<file path="src/rtl/cls_pkg.sv">
package cls_pkg;
  localparam int REG_W      = 32;
  localparam int HALF_W     = 16;
  localparam int LVL_W      = 2;
  localparam int NUM_LVL    = 1 << LVL_W;
  localparam int SRC_W      = 2;
  localparam int DIV_W      = 3;

  localparam int SLOT_DIV_LSB = 13;
  localparam int SLOT_CLK_BIT = 11;
  localparam int SLOT_SRC_LSB = 9;
  localparam int DYN_EN_BIT   = 31;

  localparam int OFS_STAT_SRC = 'h00;
  localparam int OFS_STAT_DIV = 'h04;
  localparam int OFS_PAIR_A   = 'h18;
  localparam int OFS_PAIR_B   = 'h1C;
  localparam int OFS_MODE     = 'h24;
  localparam int OFS_LEVEL    = 'h30;

  localparam logic [DIV_W-1:0] DIV_MAX = DIV_W'(6);

  typedef struct packed {
    logic [SRC_W-1:0] src;
    logic             clk;
    logic [DIV_W-1:0] div;
  } lvl_cfg_t;

  function automatic logic div_ok(input logic [DIV_W-1:0] d);
    return (d != '0) && (d <= DIV_MAX);
  endfunction

  function automatic lvl_cfg_t unpack_half(input logic [HALF_W-1:0] h);
    lvl_cfg_t c;
    c.src = h[SLOT_SRC_LSB +: SRC_W];
    c.clk = h[SLOT_CLK_BIT];
    c.div = h[SLOT_DIV_LSB +: DIV_W];
    return c;
  endfunction
endpackage

</file>
<file path="src/rtl/cls_regbank.sv">
module cls_regbank
  import cls_pkg::*;
#(
  parameter int ADDR_W = 8,
  parameter int RST_STAT_DIV = 1
) (
  input  logic              clk,
  input  logic              rst_n,
  input  logic              wr_en,
  input  logic [ADDR_W-1:0] wr_addr,
  input  logic [REG_W-1:0]  wr_data,
  input  logic [ADDR_W-1:0] rd_addr,
  output logic [REG_W-1:0]  rd_data,
  input  logic              rate_req,
  input  logic              rate_hit,
  input  logic [LVL_W-1:0]  rate_lvl,
  output logic              rate_ack,
  output logic              rate_nak,
  output logic [SRC_W-1:0]  stat_src,
  output logic [DIV_W-1:0]  stat_div,
  output logic [REG_W-1:0]  pair_a,
  output logic [REG_W-1:0]  pair_b,
  output logic              dyn_en,
  output logic [LVL_W-1:0]  cur_lvl
);
  localparam logic [ADDR_W-1:0] A_SRC  = ADDR_W'(OFS_STAT_SRC);
  localparam logic [ADDR_W-1:0] A_DIV  = ADDR_W'(OFS_STAT_DIV);
  localparam logic [ADDR_W-1:0] A_PA   = ADDR_W'(OFS_PAIR_A);
  localparam logic [ADDR_W-1:0] A_PB   = ADDR_W'(OFS_PAIR_B);
  localparam logic [ADDR_W-1:0] A_MODE = ADDR_W'(OFS_MODE);
  localparam logic [ADDR_W-1:0] A_LVL  = ADDR_W'(OFS_LEVEL);

  always_ff @(posedge clk) begin
    if (!rst_n) begin
      stat_src <= '0;
      stat_div <= DIV_W'(RST_STAT_DIV);
      pair_a   <= '0;
      pair_b   <= '0;
      dyn_en   <= 1'b0;
      cur_lvl  <= '0;
      rate_ack <= 1'b0;
      rate_nak <= 1'b0;
    end else begin
      rate_ack <= rate_req && rate_hit;
      rate_nak <= rate_req && !rate_hit;
      if (wr_en) begin
        case (wr_addr)
          A_SRC:   stat_src <= wr_data[SRC_W-1:0];
          A_DIV:   stat_div <= wr_data[DIV_W-1:0];
          A_PA:    pair_a   <= wr_data;
          A_PB:    pair_b   <= wr_data;
          A_MODE:  dyn_en   <= wr_data[DYN_EN_BIT];
          A_LVL:   cur_lvl  <= wr_data[LVL_W-1:0];
          default: ;
        endcase
      end
      // an accepted request overrides a same-cycle level write
      if (rate_req && rate_hit) cur_lvl <= rate_lvl;
    end
  end

  always_comb begin
    case (rd_addr)
      A_SRC:   rd_data = REG_W'(stat_src);
      A_DIV:   rd_data = REG_W'(stat_div);
      A_PA:    rd_data = pair_a;
      A_PB:    rd_data = pair_b;
      A_MODE:  rd_data = REG_W'(dyn_en) << DYN_EN_BIT;
      A_LVL:   rd_data = REG_W'(cur_lvl);
      default: rd_data = '0;
    endcase
  end
endmodule

</file>
<file path="src/rtl/cls_slot_decode.sv">
module cls_slot_decode
  import cls_pkg::*;
(
  input  logic [REG_W-1:0]              pair_a,
  input  logic [REG_W-1:0]              pair_b,
  input  logic [LVL_W-1:0]              cur_lvl,
  output lvl_cfg_t [NUM_LVL-1:0]        slots,
  output logic [NUM_LVL-1:0][DIV_W-1:0] slot_divs,
  output lvl_cfg_t                      cur_cfg
);
  for (genvar g = 0; g < NUM_LVL; g++) begin : g_slot
    logic [REG_W-1:0]  word;
    logic [HALF_W-1:0] half;
    logic              unused_half;
    if (g < NUM_LVL / 2) begin : g_lo
      assign word = pair_a;
    end else begin : g_hi
      assign word = pair_b;
    end
    if ((g % 2) == 0) begin : g_even
      assign half = word[HALF_W +: HALF_W];
    end else begin : g_odd
      assign half = word[HALF_W-1:0];
    end
    assign unused_half  = ^half;
    assign slots[g]     = unpack_half(half);
    assign slot_divs[g] = slots[g].div;
  end

  assign cur_cfg = slots[cur_lvl];
endmodule

</file>
<file path="src/rtl/cls_rate_match.sv">
module cls_rate_match
  import cls_pkg::*;
(
  input  logic                          dyn_en,
  input  logic [DIV_W-1:0]              req_div,
  input  logic [NUM_LVL-1:0][DIV_W-1:0] slot_divs,
  output logic                          hit,
  output logic [LVL_W-1:0]              hit_lvl
);
  always_comb begin
    hit     = 1'b0;
    hit_lvl = '0;
    // walk from the top so the lowest matching level is kept last
    for (int i = NUM_LVL - 1; i >= 0; i--) begin
      if (slot_divs[i] == req_div) begin
        hit     = 1'b1;
        hit_lvl = LVL_W'(i);
      end
    end
    if (!dyn_en || !div_ok(req_div)) hit = 1'b0;
  end
endmodule

</file>
<file path="src/rtl/cls_out_stage.sv">
module cls_out_stage
  import cls_pkg::*;
#(
  parameter int RST_STAT_DIV = 1
) (
  input  logic             clk,
  input  logic             rst_n,
  input  logic             dyn_en,
  input  logic [LVL_W-1:0] cur_lvl,
  input  lvl_cfg_t         cur_cfg,
  input  logic [SRC_W-1:0] stat_src,
  input  logic [DIV_W-1:0] stat_div,
  output logic [SRC_W-1:0] src_sel,
  output logic             clk_sel,
  output logic [DIV_W-1:0] div_code,
  output logic             level_changed,
  output logic             cfg_err
);
  lvl_cfg_t         pick;
  logic             pick_ok;
  logic [LVL_W-1:0] applied_lvl;

  always_comb begin
    if (dyn_en) begin
      pick = cur_cfg;
    end else begin
      pick.src = stat_src;
      pick.clk = 1'b0;
      pick.div = stat_div;
    end
    pick_ok = div_ok(pick.div);
  end

  always_ff @(posedge clk) begin
    if (!rst_n) begin
      src_sel       <= '0;
      clk_sel       <= 1'b0;
      div_code      <= DIV_W'(RST_STAT_DIV);
      level_changed <= 1'b0;
      cfg_err       <= 1'b0;
      applied_lvl   <= '0;
    end else begin
      level_changed <= 1'b0;
      if (pick_ok) begin
        src_sel  <= pick.src;
        clk_sel  <= pick.clk;
        div_code <= pick.div;
        if (dyn_en) begin
          applied_lvl   <= cur_lvl;
          level_changed <= (cur_lvl != applied_lvl);
        end
      end else begin
        cfg_err <= 1'b1;
      end
    end
  end
endmodule

</file>
<file path="src/rtl/cpu_clk_lvl_sel.sv">
module cpu_clk_lvl_sel
  import cls_pkg::*;
#(
  parameter int ADDR_W = 8,
  parameter int RST_STAT_DIV = 1
) (
  input  logic              clk,
  input  logic              rst_n,
  input  logic              wr_en,
  input  logic [ADDR_W-1:0] wr_addr,
  input  logic [31:0]       wr_data,
  input  logic [ADDR_W-1:0] rd_addr,
  output logic [31:0]       rd_data,
  input  logic              rate_req,
  input  logic [2:0]        rate_div,
  output logic              rate_ack,
  output logic              rate_nak,
  output logic [1:0]        src_sel,
  output logic              clk_sel,
  output logic [2:0]        div_code,
  output logic              level_changed,
  output logic              cfg_err
);
  logic [SRC_W-1:0]              stat_src;
  logic [DIV_W-1:0]              stat_div;
  logic [REG_W-1:0]              pair_a;
  logic [REG_W-1:0]              pair_b;
  logic                          dyn_en;
  logic [LVL_W-1:0]              cur_lvl;
  lvl_cfg_t [NUM_LVL-1:0]        slots;
  logic [NUM_LVL-1:0][DIV_W-1:0] slot_divs;
  lvl_cfg_t                      cur_cfg;
  logic                          rate_hit;
  logic [LVL_W-1:0]              rate_lvl;
  logic                          unused_slots;

  assign unused_slots = ^slots;

  cls_regbank #(.ADDR_W(ADDR_W), .RST_STAT_DIV(RST_STAT_DIV)) u_regs (
    .clk(clk), .rst_n(rst_n),
    .wr_en(wr_en), .wr_addr(wr_addr), .wr_data(wr_data),
    .rd_addr(rd_addr), .rd_data(rd_data),
    .rate_req(rate_req), .rate_hit(rate_hit), .rate_lvl(rate_lvl),
    .rate_ack(rate_ack), .rate_nak(rate_nak),
    .stat_src(stat_src), .stat_div(stat_div),
    .pair_a(pair_a), .pair_b(pair_b),
    .dyn_en(dyn_en), .cur_lvl(cur_lvl)
  );

  cls_slot_decode u_dec (
    .pair_a(pair_a), .pair_b(pair_b), .cur_lvl(cur_lvl),
    .slots(slots), .slot_divs(slot_divs), .cur_cfg(cur_cfg)
  );

  cls_rate_match u_match (
    .dyn_en(dyn_en), .req_div(rate_div), .slot_divs(slot_divs),
    .hit(rate_hit), .hit_lvl(rate_lvl)
  );

  cls_out_stage #(.RST_STAT_DIV(RST_STAT_DIV)) u_out (
    .clk(clk), .rst_n(rst_n),
    .dyn_en(dyn_en), .cur_lvl(cur_lvl), .cur_cfg(cur_cfg),
    .stat_src(stat_src), .stat_div(stat_div),
    .src_sel(src_sel), .clk_sel(clk_sel), .div_code(div_code),
    .level_changed(level_changed), .cfg_err(cfg_err)
  );
endmodule

</file>
<file path="config.mk">
export PLATFORM = sky130hd
export DESIGN_NAME = cpu_clk_lvl_sel
export DESIGN_NICKNAME = d
export VERILOG_FILES = /design/src/rtl/cls_pkg.sv /design/src/rtl/cls_regbank.sv /design/src/rtl/cls_slot_decode.sv /design/src/rtl/cls_rate_match.sv /design/src/rtl/cls_out_stage.sv /design/src/rtl/cpu_clk_lvl_sel.sv
export SDC_FILE = /design/constraint.sdc
export NUM_CORES = 1
export LEC_CHECK = 0
export BUFFER_PORTS_ARGS = -buffer_cell sky130_fd_sc_hd__buf_4
export CORE_ASPECT_RATIO = 1.5
export CORE_MARGIN = 1.5
export CORE_UTILIZATION = 50
export CTS_CLUSTER_DIAMETER = 150
export DETAILED_ROUTE_END_ITERATION = 8
export GPL_TIMING_DRIVEN = 0
export HOLD_SLACK_MARGIN = 0.05
export PLACE_DENSITY = 0.75
export SYNTH_ARGS = -nofsm -noshare
export SYNTH_HDL_FRONTEND = slang
export SYNTH_SLANG_ARGS = --single-unit
</file>
<file path="constraint.sdc">
create_clock -name clk -period 2.4 [get_ports clk]
set_input_delay 0.48 -clock clk [delete_from_list [all_inputs] [get_ports clk]]
set_output_delay 0.48 -clock clk [all_outputs]
set_load 0.1 [all_outputs]
</file>
==> results.sh, run 1 <==
export IMPL_drt_iter0_drc=189
export IMPL_synth_ff_type="dfxtp_1"
export IMPL_yosysTopAreaCellShare_pct=39.2
export IMPL_hold_violations=0
export IMPL_fp_dieW_um=78.7
export IMPL_dp_cells=721
export IMPL_ioPinCount=97
export IMPL_drc_errors=0
export IMPL_synth_cell_type_count=46
export IMPL_fin_cells=739
export IMPL_cts_max_level=3
export IMPL_r2r_slack_ns=0.27
export IMPL_numPortBuffers=91
export IMPL_tns_ns=-5.89
export IMPL_rr_worst_depth=6
export IMPL_globalRouteOverflowTotal=0
export IMPL_insertion_delay_ns=0.34
export IMPL_synth_edf_count=0
export IMPL_outcome="complete, but fails checks"
export IMPL_pwr_share_seq_pct=47.3
export IMPL_startpoint_type="primary input"
export IMPL_rsz0062_at_grt="yes"
export IMPL_slew_headroom_pct=56.5
export IMPL_setup_viol=32
export IMPL_p_switching_uw=658
export IMPL_grt_pass1_wl_um=20300
export IMPL_worst_ep_required_time_ns=1.92
export IMPL_drv_cap=0
export IMPL_core_area_um2=8360
export IMPL_gp_congestion=0.873
export IMPL_whs_path_depth=2
export IMPL_cts_buffers=9
export IMPL_synth_commonest_cells="155 x nand2_1, 84 x dfxtp_1, 45 x mux2i_1"
export IMPL_synth_area_leaders="dfxtp_1 39%, nand2_1 14%, mux2i_1 10%"
export IMPL_worstHoldStart="rate_req"
export IMPL_yosysTopAreaCell="dfxtp_1"
export IMPL_dpl_hpwl_um=8870
export IMPL_avgViaCountPerCell=5.53
export IMPL_critPathCaptureType="primary output"
export IMPL_yosysMostFrequentCell="nand2_1"
export IMPL_vias=4083
export IMPL_async_flop_share_pct=0
export IMPL_arrival_ns=2.15
export IMPL_avgSynthCellArea_um2=8.21
export IMPL_drt_total_wl_um=12700
export IMPL_hold_class="primary input to flip-flop"
export IMPL_crit_type="primary input to primary output"
export IMPL_wl_met2_um=6900
export IMPL_rows=41
export IMPL_internal_power_uw=2300
export IMPL_wire_per_inst_um=17.2
export IMPL_final_util_pct=73.7
export IMPL_fp_dieH_um=116
export IMPL_synth_seq_area_share_pct=39.2
export IMPL_path_max_fanout=7
export IMPL_drv_slew=0
export IMPL_clk_pin_slew_ns=0.06
export IMPL_min_to="u_regs.rate_nak$_SDFF_PN0_"
export IMPL_max_freq_mhz=380
export IMPL_combPwrFrac_pct=7.2
export IMPL_route_met3_wl_um=452
export IMPL_fin_nets=682
export IMPL_dieArea_um2=9160
export IMPL_synth_area_um2=4290
export IMPL_tightestPinTransition_ns=0.652
export IMPL_clkPwrFrac_pct=45.6
export IMPL_antenna_found_initial=0
export IMPL_clockRootBuffer="clkbuf_16"
export IMPL_synth_cells=523
export IMPL_violations="negative setup slack"
export IMPL_route_antenna_remaining_nets=0
export IMPL_met1Wirelength_um=4960
export IMPL_synth_fp_nets=578
export IMPL_clockBufferDepth=2
export IMPL_skew_ns=0.00478
export IMPL_syn_to_final_growth_pct=43.6
export IMPL_post_place_ws_ns=-0.435
export IMPL_timing_final_crit_share_pct=110
export IMPL_num_antenna_cells=0
export IMPL_drive_above_1_share_pct=27.7
export IMPL_p_sw_share_pct=22.3
export IMPL_timing_rr_start="u_regs.cur_lvl[0]$_SDFFE_PN0P_"
export IMPL_cts_num_sinks=84
export IMPL_pwr_density_cell_nw_per_um2=480
export IMPL_p_total_uw=2960
export IMPL_initial_core_util_pct=51.3
export IMPL_cts_tree="yes"
export IMPL_grtUsageTotal_pct=29.2
export IMPL_fin_ws_ns=-0.232
export IMPL_r2r_end="u_out.src_sel[0]$_SDFFE_PN0P_"
export IMPL_power_leakage_uw=0.00226
export IMPL_peakVddDrop_mv=0.401
export IMPL_grt_start_max_net_pins=14
export IMPL_routed_top_layer="met4"
export IMPL_min_period_ns=2.63
export IMPL_synth_warnings=0
export IMPL_synth_seq_cells=84
export IMPL_drt_pass1_iterations=5
export IMPL_cts_hold_buf=0
export IMPL_grt_pass1_vias=4136
==> cells by family after synthesis <==
family                 synth area share (%)
AO/OA/AOI/OAI                          16.8
XOR/XNOR                               2.86
buffers and inverters                  4.23
flip-flops                             39.2
multiplexers                           13.1
AND/OR/NAND/NOR                        23.8
==> worst max path at each step <==
stage,from,endpoint,slack [ns]
2_1_floorplan,rd_addr[1],rd_data[10],-0.35
3_3_place_gp,rd_addr[2],rd_data[14],-0.45
3_5_place_dp,rd_addr[1],rd_data[13],-0.43
4_1_cts,rd_addr[6],rd_data[1],-0.27
5_1_grt,rd_addr[6],rd_data[0],-0.26
6_report,rd_addr[6],rd_data[0],-0.23
==> critical path, cell delays in order <==
cell and delay [ns]:
buf_6 0.09, or4_4 0.52, or3_4 0.35, buf_8 0.15
buf_12 0.14, o221ai_4 0.21, buf_12 0.21
==> stage by stage <==
step / hold WS, ns / area [um2]
finish: 0.385 / 6170
global route: 0.397 / 6170
CTS: 0.380 / 6170
detailed placement: 0.446 / 5410
global placement: 0.441 / 5410
floorplan: 0.434 / 4590
==> repair_timing <==
action                     in CTS  in global routing
cloned                          1                  0
resized for setup             101                  8
setup endpoints to repair      32                 32
pin swaps                       5                  2
setup buffers                   2                  0
==> cell usage in the layout (no fill, tap or decap), types with 3 or more instances in the layout <==
cell,n
nand2_1,155
dfxtp_1,84
buf_4,58
mux2i_1,45
a21boi_0,38
buf_12,35
a21boi_1,30
nor2_4,28
clkbuf_1,20
buf_2,14
xor2_1,14
nor2_1,11
clkbuf_16,9
nand3_1,8
nor3_1,7
nand2b_1,5
inv_1,4
o21ai_0,4
a21oi_1,4
mux4_2,3
nand3b_1,3
nor2b_1,3
clkinv_2,3
==> per-layer routing <==
metal	GRT usage [%]	vias up
li1	-	1973
met1	33.5	1965
met2	52.8	118
met3	3.44	27
met4	15.0	0
met5	0	-
==> state kept, by name, summed over array words and instances (netlist names) <==
| signal | count |
|---|---|
| u_out.applied_lvl | 2 |
| u_out.cfg_err | 1 |
| u_out.clk_sel | 1 |
| u_out.div_code | 3 |
| u_out.level_changed | 1 |
| u_out.src_sel | 2 |
| u_regs.cur_lvl | 2 |
| u_regs.dyn_en | 1 |
| u_regs.pair_a | 32 |
| u_regs.pair_b | 32 |
| u_regs.rate_ack | 1 |
| u_regs.rate_nak | 1 |
| u_regs.stat_div | 3 |
| u_regs.stat_src | 2 |
==> power by group through the flow <==
stage	Clock, uW	Combinational [uW]	Sequential [uW]
after floorplan	0	88.8	1440
after global placement	0	205	1430
after detailed placement	0	206	1430
after CTS	1360	209	1400
after global routing	1420	224	1400
final	1350	212	1400
==> final cells by class <==
cell class                 count  area [um2]
tap                          107         134
inverter                       4        15.0
multi-input combinational    396        2700
fill                         644        2200
timing repair buffer          93        1130
clock inverter                 5        52.6
sequential                    84        1680
buffer                        39         218
clock buffer                  11         233
(Power assumes the default switching activity.)
==> run 2: changes to the inputs <==
- SKIP_LAST_GASP: not set -> 1
==> run 2 against run 1 <==
- the run still ends with negative setup slack left
- largest cell class unchanged
- utilization fell by 0.060 points
- combinational power barely moved
- maximum frequency barely moved
- first-iteration DRC count rose by 1.1%
- cell count did not move
- total power fell by 0.24%
- clock skew fell by 0.00088 ns
- flip-flop and latch count did not move
- worst hold slack improved by 0.0015 ns
- die area did not move
- clock power barely moved
- critical path depth did not move
==> results.sh, run 2 (synthesized netlist as in run 1, its figures left out) <==
export IMPL_cts_tree="yes"
export IMPL_power_leakage_uw=0.00225
export IMPL_syn_to_final_growth_pct=43.5
export IMPL_cp_startpoint="rd_addr[6]"
export IMPL_min_period_ns=2.63
export IMPL_wire_per_inst_um=17.2
export IMPL_rr_worst_depth=6
export IMPL_layout_common_cells="155 x nand2_1, 84 x dfxtp_1, 58 x buf_4"
export IMPL_ioPinCount=97
export IMPL_grt_start_max_net_pins=14
export IMPL_fin_cells=739
export IMPL_clockRootBuffer="clkbuf_16"
export IMPL_cts_num_sinks=84
export IMPL_path_max_fanout=7
export IMPL_largestRegisters="u_regs.pair_a x32, u_regs.pair_b x32"
export IMPL_skew_ns=0.00390
export IMPL_p_switching_uw=651
export IMPL_crit_cells=7
export IMPL_hold_violations=0
export IMPL_drv_slew=0
export IMPL_drt_pass1_iterations=5
export IMPL_drive_above_1_share_pct=27.7
export IMPL_initial_core_util_pct=51.3
export IMPL_pwr_density_cell_nw_per_um2=479
export IMPL_violations="negative setup slack"
export IMPL_cts_max_level=3
export IMPL_dp_cells=721
export IMPL_r2r_slack_ns=0.26
export IMPL_grt_pass1_vias=4124
export IMPL_crit_type="primary input to primary output"
export IMPL_pwr_share_seq_pct=47.4
export IMPL_grt_pass1_wl_um=20200
export IMPL_tightestPinTransition_ns=0.647
export IMPL_outcome="complete, but fails checks"
export IMPL_fin_ws_ns=-0.234
export IMPL_max_freq_mhz=380
export IMPL_numPortBuffers=91
export IMPL_hold_class="primary input to flip-flop"
export IMPL_final_common_cell="nand2_1"
export IMPL_p_sw_share_pct=22.1
export IMPL_timing_final_crit_share_pct=110
export IMPL_fp_dieW_um=78.7
export IMPL_slowest_stage="or4_4"
export IMPL_drc_errors=0
export IMPL_drt_iter0_drc=191
export IMPL_insertion_delay_ns=0.34
export IMPL_hold_worst_slack_ns=0.387
export IMPL_timing_rr_start="u_regs.cur_lvl[0]$_SDFFE_PN0P_"
export IMPL_drv_cap=0
export IMPL_cpPeakStageDelay_ns=0.52
export IMPL_cp_endpoint="rd_data[0]"
export IMPL_startpoint_type="primary input"
export IMPL_gp_congestion=0.873
export IMPL_path_common_cell="buf_12"
export IMPL_worst_path_buf_inv=4
export IMPL_slew_headroom_pct=56.8
export IMPL_drt_total_wl_um=12700
export IMPL_num_antenna_cells=0
export IMPL_rsz0062_at_grt="yes"
export IMPL_globalRouteOverflowTotal=0
export IMPL_setup_viol=32
export IMPL_path_delay_family="simple AND/OR/NAND/NOR gates"
export IMPL_internal_power_uw=2300
export IMPL_clkPwrFrac_pct=45.5
export IMPL_clk_pin_slew_ns=0.06
export IMPL_antenna_found_initial=0
export IMPL_avgViaCountPerCell=5.52
export IMPL_dpl_hpwl_um=8870
export IMPL_clockBufferDepth=2
export IMPL_route_antenna_remaining_nets=0
export IMPL_critPathCaptureType="primary output"
export IMPL_fin_nets=682
export IMPL_core_area_um2=8360
export IMPL_rows=41
export IMPL_peakVddDrop_mv=0.400
export IMPL_vias=4076
export IMPL_grtUsageTotal_pct=29.1
export IMPL_dieArea_um2=9160
export IMPL_combPwrFrac_pct=7.2
export IMPL_arrival_ns=2.15
export IMPL_r2r_end="u_out.src_sel[0]$_SDFFE_PN0P_"
export IMPL_fp_dieH_um=116
export IMPL_cts_hold_buf=0
export IMPL_path_cells="buf_6, or4_4, or3_4, buf_8, buf_12, o221ai_4, buf_12"
export IMPL_cts_buffers=9
export IMPL_worst_ep_required_time_ns=1.92
-- run 2: cell types whose count changed in the layout (fill, tap and decap cells not counted) --
| cell | change |
|---|---|
| buf_8 | +1 |
| buf_12 | -1 |
-- run 2: stage by stage --
stage	utilization (%)	setup TNS (ns)	total power (uW)	area [um2]	worst slack (ns)
floorplan	-	-9.50	1520	4590	-0.347
global placement	64.7	-12.79	1630	5410	-0.450
detailed placement	64.7	-12.53	1640	5410	-0.435
CTS	73.7	-6.99	2970	6160	-0.271
global route	73.7	-6.73	3040	6160	-0.258
finish	73.7	-5.92	2950	6160	-0.234
-- run 2: power by group through the flow --
stage	Clock [uW]	Sequential, uW	Combinational, uW
after floorplan	0	1440	88.8
after global placement	0	1430	205
after detailed placement	0	1430	206
after CTS	1360	1400	209
after global routing	1420	1400	224
final	1340	1400	211
-- run 2: per-layer routing --
layer	global-route usage, %	part of all wire [%]	wire length, um
met1	33.7	38	4830
met2	52.8	54	6900
met3	3.20	4.7	604
met4	14.6	3.1	394
met5	0	0	0
-- run 2: cell type report --
cell class                      count  area (um2)
Sequential cell                    84        1680
Timing Repair Buffer               93        1130
Multi-Input combinational cell    396        2700
Fill cell                         645        2200
Inverter                            4        15.0
Clock buffer                       11         233
Tap cell                          107         134
Buffer                             39         218
Clock inverter                      5        52.6
-- run 2: worst min-delay path by stage --
stage	startpoint	end	slack, ns	depth (start not counted)
after floorplan	u_regs.pair_a[8]$_SDFFE_PN0P_	u_regs.pair_a[8]$_SDFFE_PN0P_	0.43	2
after global placement	u_regs.pair_b[28]$_SDFFE_PN0P_	u_regs.pair_b[28]$_SDFFE_PN0P_	0.44	2
after detailed placement	u_regs.pair_b[2]$_SDFFE_PN0P_	u_regs.pair_b[2]$_SDFFE_PN0P_	0.45	2
after CTS	rate_req	u_regs.rate_nak$_SDFF_PN0_	0.38	2
after global routing	rate_req	u_regs.rate_nak$_SDFF_PN0_	0.40	2
final	rate_req	u_regs.rate_nak$_SDFF_PN0_	0.39	2
-- run 2: timing repair --
action                                  CTS  global route
pin swaps                                 5             2
setup buffers                             2             0
gates cloned                              1             0
endpoints found under the setup margin   32            32
gates resized for setup                  99             9
==> run 3: changes to the inputs <==
- CORE_UTILIZATION: 50 -> 56
- PLACE_DENSITY: 0.75 -> 0.81
- SYNTH_HIERARCHICAL: not set -> 1
==> run 3 against run 2 <==
- the flow still finishes with violations (negative setup slack)
- worst hold slack got worse by 0.020 ns
- combinational power is 48% higher
- maximum frequency grew 0.32%
- sequential share of layout area shrank 1.7 points
- register-to-register slack got worse by 0.07 ns
- via count grew 29%
- total power grew 2.2%
- sequential power about the same
- utilization is 8.0 points higher
- global-route usage grew 7.9 points
- synthesized cell count fell by 0.76%
- cell count increased by 0.27%
- critical endpoint is now rd_data[11]
- highest routed layer unchanged
==> results.sh, run 3 <==
export IMPL_insertion_delay_ns=0.35
export IMPL_dieArea_um2=8930
export IMPL_grt_pass1_vias=5055
export IMPL_cts_hold_buf=0
export IMPL_path_cells="buf_6, or4_4, nor4_4, buf_6, clkbuf_16, a22o_4, buf_12"
export IMPL_slowest_stage="or4_4"
export IMPL_fp_dieW_um=77.7
export IMPL_grtUsageTotal_pct=37.0
export IMPL_clockRootBuffer="clkbuf_16"
export IMPL_outcome="complete, but fails checks"
export IMPL_clockBufferDepth=2
export IMPL_drv_slew=0
export IMPL_fp_dieH_um=115
export IMPL_numPortBuffers=92
export IMPL_vias=5268
export IMPL_wire_per_inst_um=23.0
export IMPL_drive_above_1_share_pct=33.6
export IMPL_gp_congestion=0.960
export IMPL_cp_startpoint="rd_addr[1]"
export IMPL_synth_warnings=6
export IMPL_drt_pass1_iterations=6
export IMPL_rows=40
export IMPL_pwr_density_cell_nw_per_um2=458
export IMPL_violations="negative setup slack"
export IMPL_worstHoldStart="rate_req"
export IMPL_synth_area_um2=4680
export IMPL_layout_common_cells="84 x dfxtp_1, 77 x buf_4, 74 x a21oi_1"
export IMPL_register_area_um2=1680
export IMPL_route_antenna_remaining_nets=0
export IMPL_syn_to_final_growth_pct=40.5
export IMPL_cpPeakStageDelay_ns=0.57
export IMPL_cts_tree="yes"
export IMPL_cts_buffers=9
export IMPL_min_period_ns=2.63
export IMPL_worst_ep_required_time_ns=1.92
export IMPL_drc_errors=0
export IMPL_rr_worst_depth=6
export IMPL_rsz0062_at_grt="yes"
export IMPL_dp_cells=716
export IMPL_clk_pin_slew_ns=0.05
export IMPL_fin_nets=687
export IMPL_ioPinCount=97
export IMPL_antenna_found_initial=0
export IMPL_setup_viol=30
export IMPL_grt_pass1_wl_um=25700
export IMPL_drt_iter0_drc=711
export IMPL_globalRouteOverflowTotal=0
export IMPL_arrival_ns=2.15
export IMPL_skew_ns=0.00819
export IMPL_drv_cap=0
export IMPL_peakVddDrop_mv=0.398
export IMPL_fin_cells=741
export IMPL_cts_num_sinks=84
export IMPL_hold_violations=0
export IMPL_grt_start_max_net_pins=14
export IMPL_tightestPinTransition_ns=0.777
export IMPL_startpoint_type="primary input"
export IMPL_post_place_ws_ns=-0.448
export IMPL_slew_headroom_pct=48.1
export IMPL_fill_cells=463
export IMPL_crit_type="primary input to primary output"
export IMPL_num_antenna_cells=0
export IMPL_avgSynthCellArea_um2=9.03
export IMPL_avgViaCountPerCell=7.11
export IMPL_path_max_fanout=6
export IMPL_core_area_um2=8060
export IMPL_dpl_hpwl_um=11100
export IMPL_max_freq_mhz=381
export IMPL_fin_ws_ns=-0.226
export IMPL_timing_final_crit_share_pct=109
export IMPL_cts_max_level=3
export IMPL_final_common_cell="dfxtp_1"
export IMPL_hold_class="primary input to flip-flop"
export IMPL_largestRegisters="u_regs/pair_a x32, u_regs/pair_b x32"
export IMPL_multiInputGateArea_um2=2840
export IMPL_timing_rr_start="u_regs/cur_lvl[0]$_SDFFE_PN0P_"
export IMPL_initial_core_util_pct=58.1
export IMPL_drt_total_wl_um=17000
export IMPL_critPathCaptureType="primary output"
export IMPL_tns_ns=-5.70
export IMPL_synth_fp_nets=574
export IMPL_power_leakage_uw=0.00245
export IMPL_synth_cells=519
export IMPL_whs_path_depth=3
export IMPL_path_common_cell="buf_6"
run 3: area by class of cell:
| type | count | area share [%] |
|---|---|---|
| Multi-Input combinational cell | 355 | 43.1 |
| Sequential cell | 84 | 25.5 |
| Timing Repair Buffer | 102 | 18.0 |
| Buffer | 76 | 6.92 |
| Clock buffer | 11 | 3.84 |
| Tap cell | 105 | 2.00 |
| Clock inverter | 4 | 0.380 |
| Inverter | 4 | 0.228 |
run 3: layer usage:
layer	global-route usage, %	up-vias	part of all wire (%)
li1	-	2270	-
met1	42.2	2431	34
met4	21.5	0	6.8
met2	64.6	452	49
met3	6.27	115	10
met5	0	-	0
run 3: critical path, delay by kind of cell:
family	cells	cell delay (ns)
compound gates	1	0.15
simple gates	2	0.87
buf+inv	4	0.63
run 3: timing repair:
action,4_1_cts,5_1_grt
gates cloned,2,1
pin swaps,10,14
endpoints found under the setup margin,30,31
hold endpoints to repair,0,0
buffers inserted,7,1
gates resized for setup,103,32
run 3: path summary, 6_finish.rpt:
kind                                  endpoint  slack, ns
max                                rd_data[11]      -0.23
min reg2reg      u_out/src_sel[1]$_SDFFE_PN0P_       0.46
max reg2reg  u_out/applied_lvl[1]$_SDFFE_PN0P_       0.19
min                 u_regs/rate_nak$_SDFF_PN0_       0.37
run 3: power by group:
| group | total (uW) | internal, uW | leakage [uW] | switching, uW |
|---|---|---|---|---|
| combinational | 312 | 105 | 0.00164 | 207 |
| clock | 1310 | 747 | 0.000133 | 558 |
| sequential | 1400 | 1400 | 0.000677 | 1.87 |
| total | 3020 | 2250 | 0.00245 | 766 |
run 3: per-stage QoR:
| step | power (uW) | hold slack (ns) | instance area (um2) | utilization (%) |
|---|---|---|---|---|
| CTS | 3000 | 0.367 | 6380 | 79.2 |
| finish | 3020 | 0.367 | 6580 | 81.7 |
| detailed placement | 1720 | 0.453 | 5580 | 69.2 |
| floorplan | 1580 | 0.448 | 4750 | - |
| global route | 3090 | 0.378 | 6580 | 81.7 |
| global placement | 1710 | 0.448 | 5580 | 69.2 |
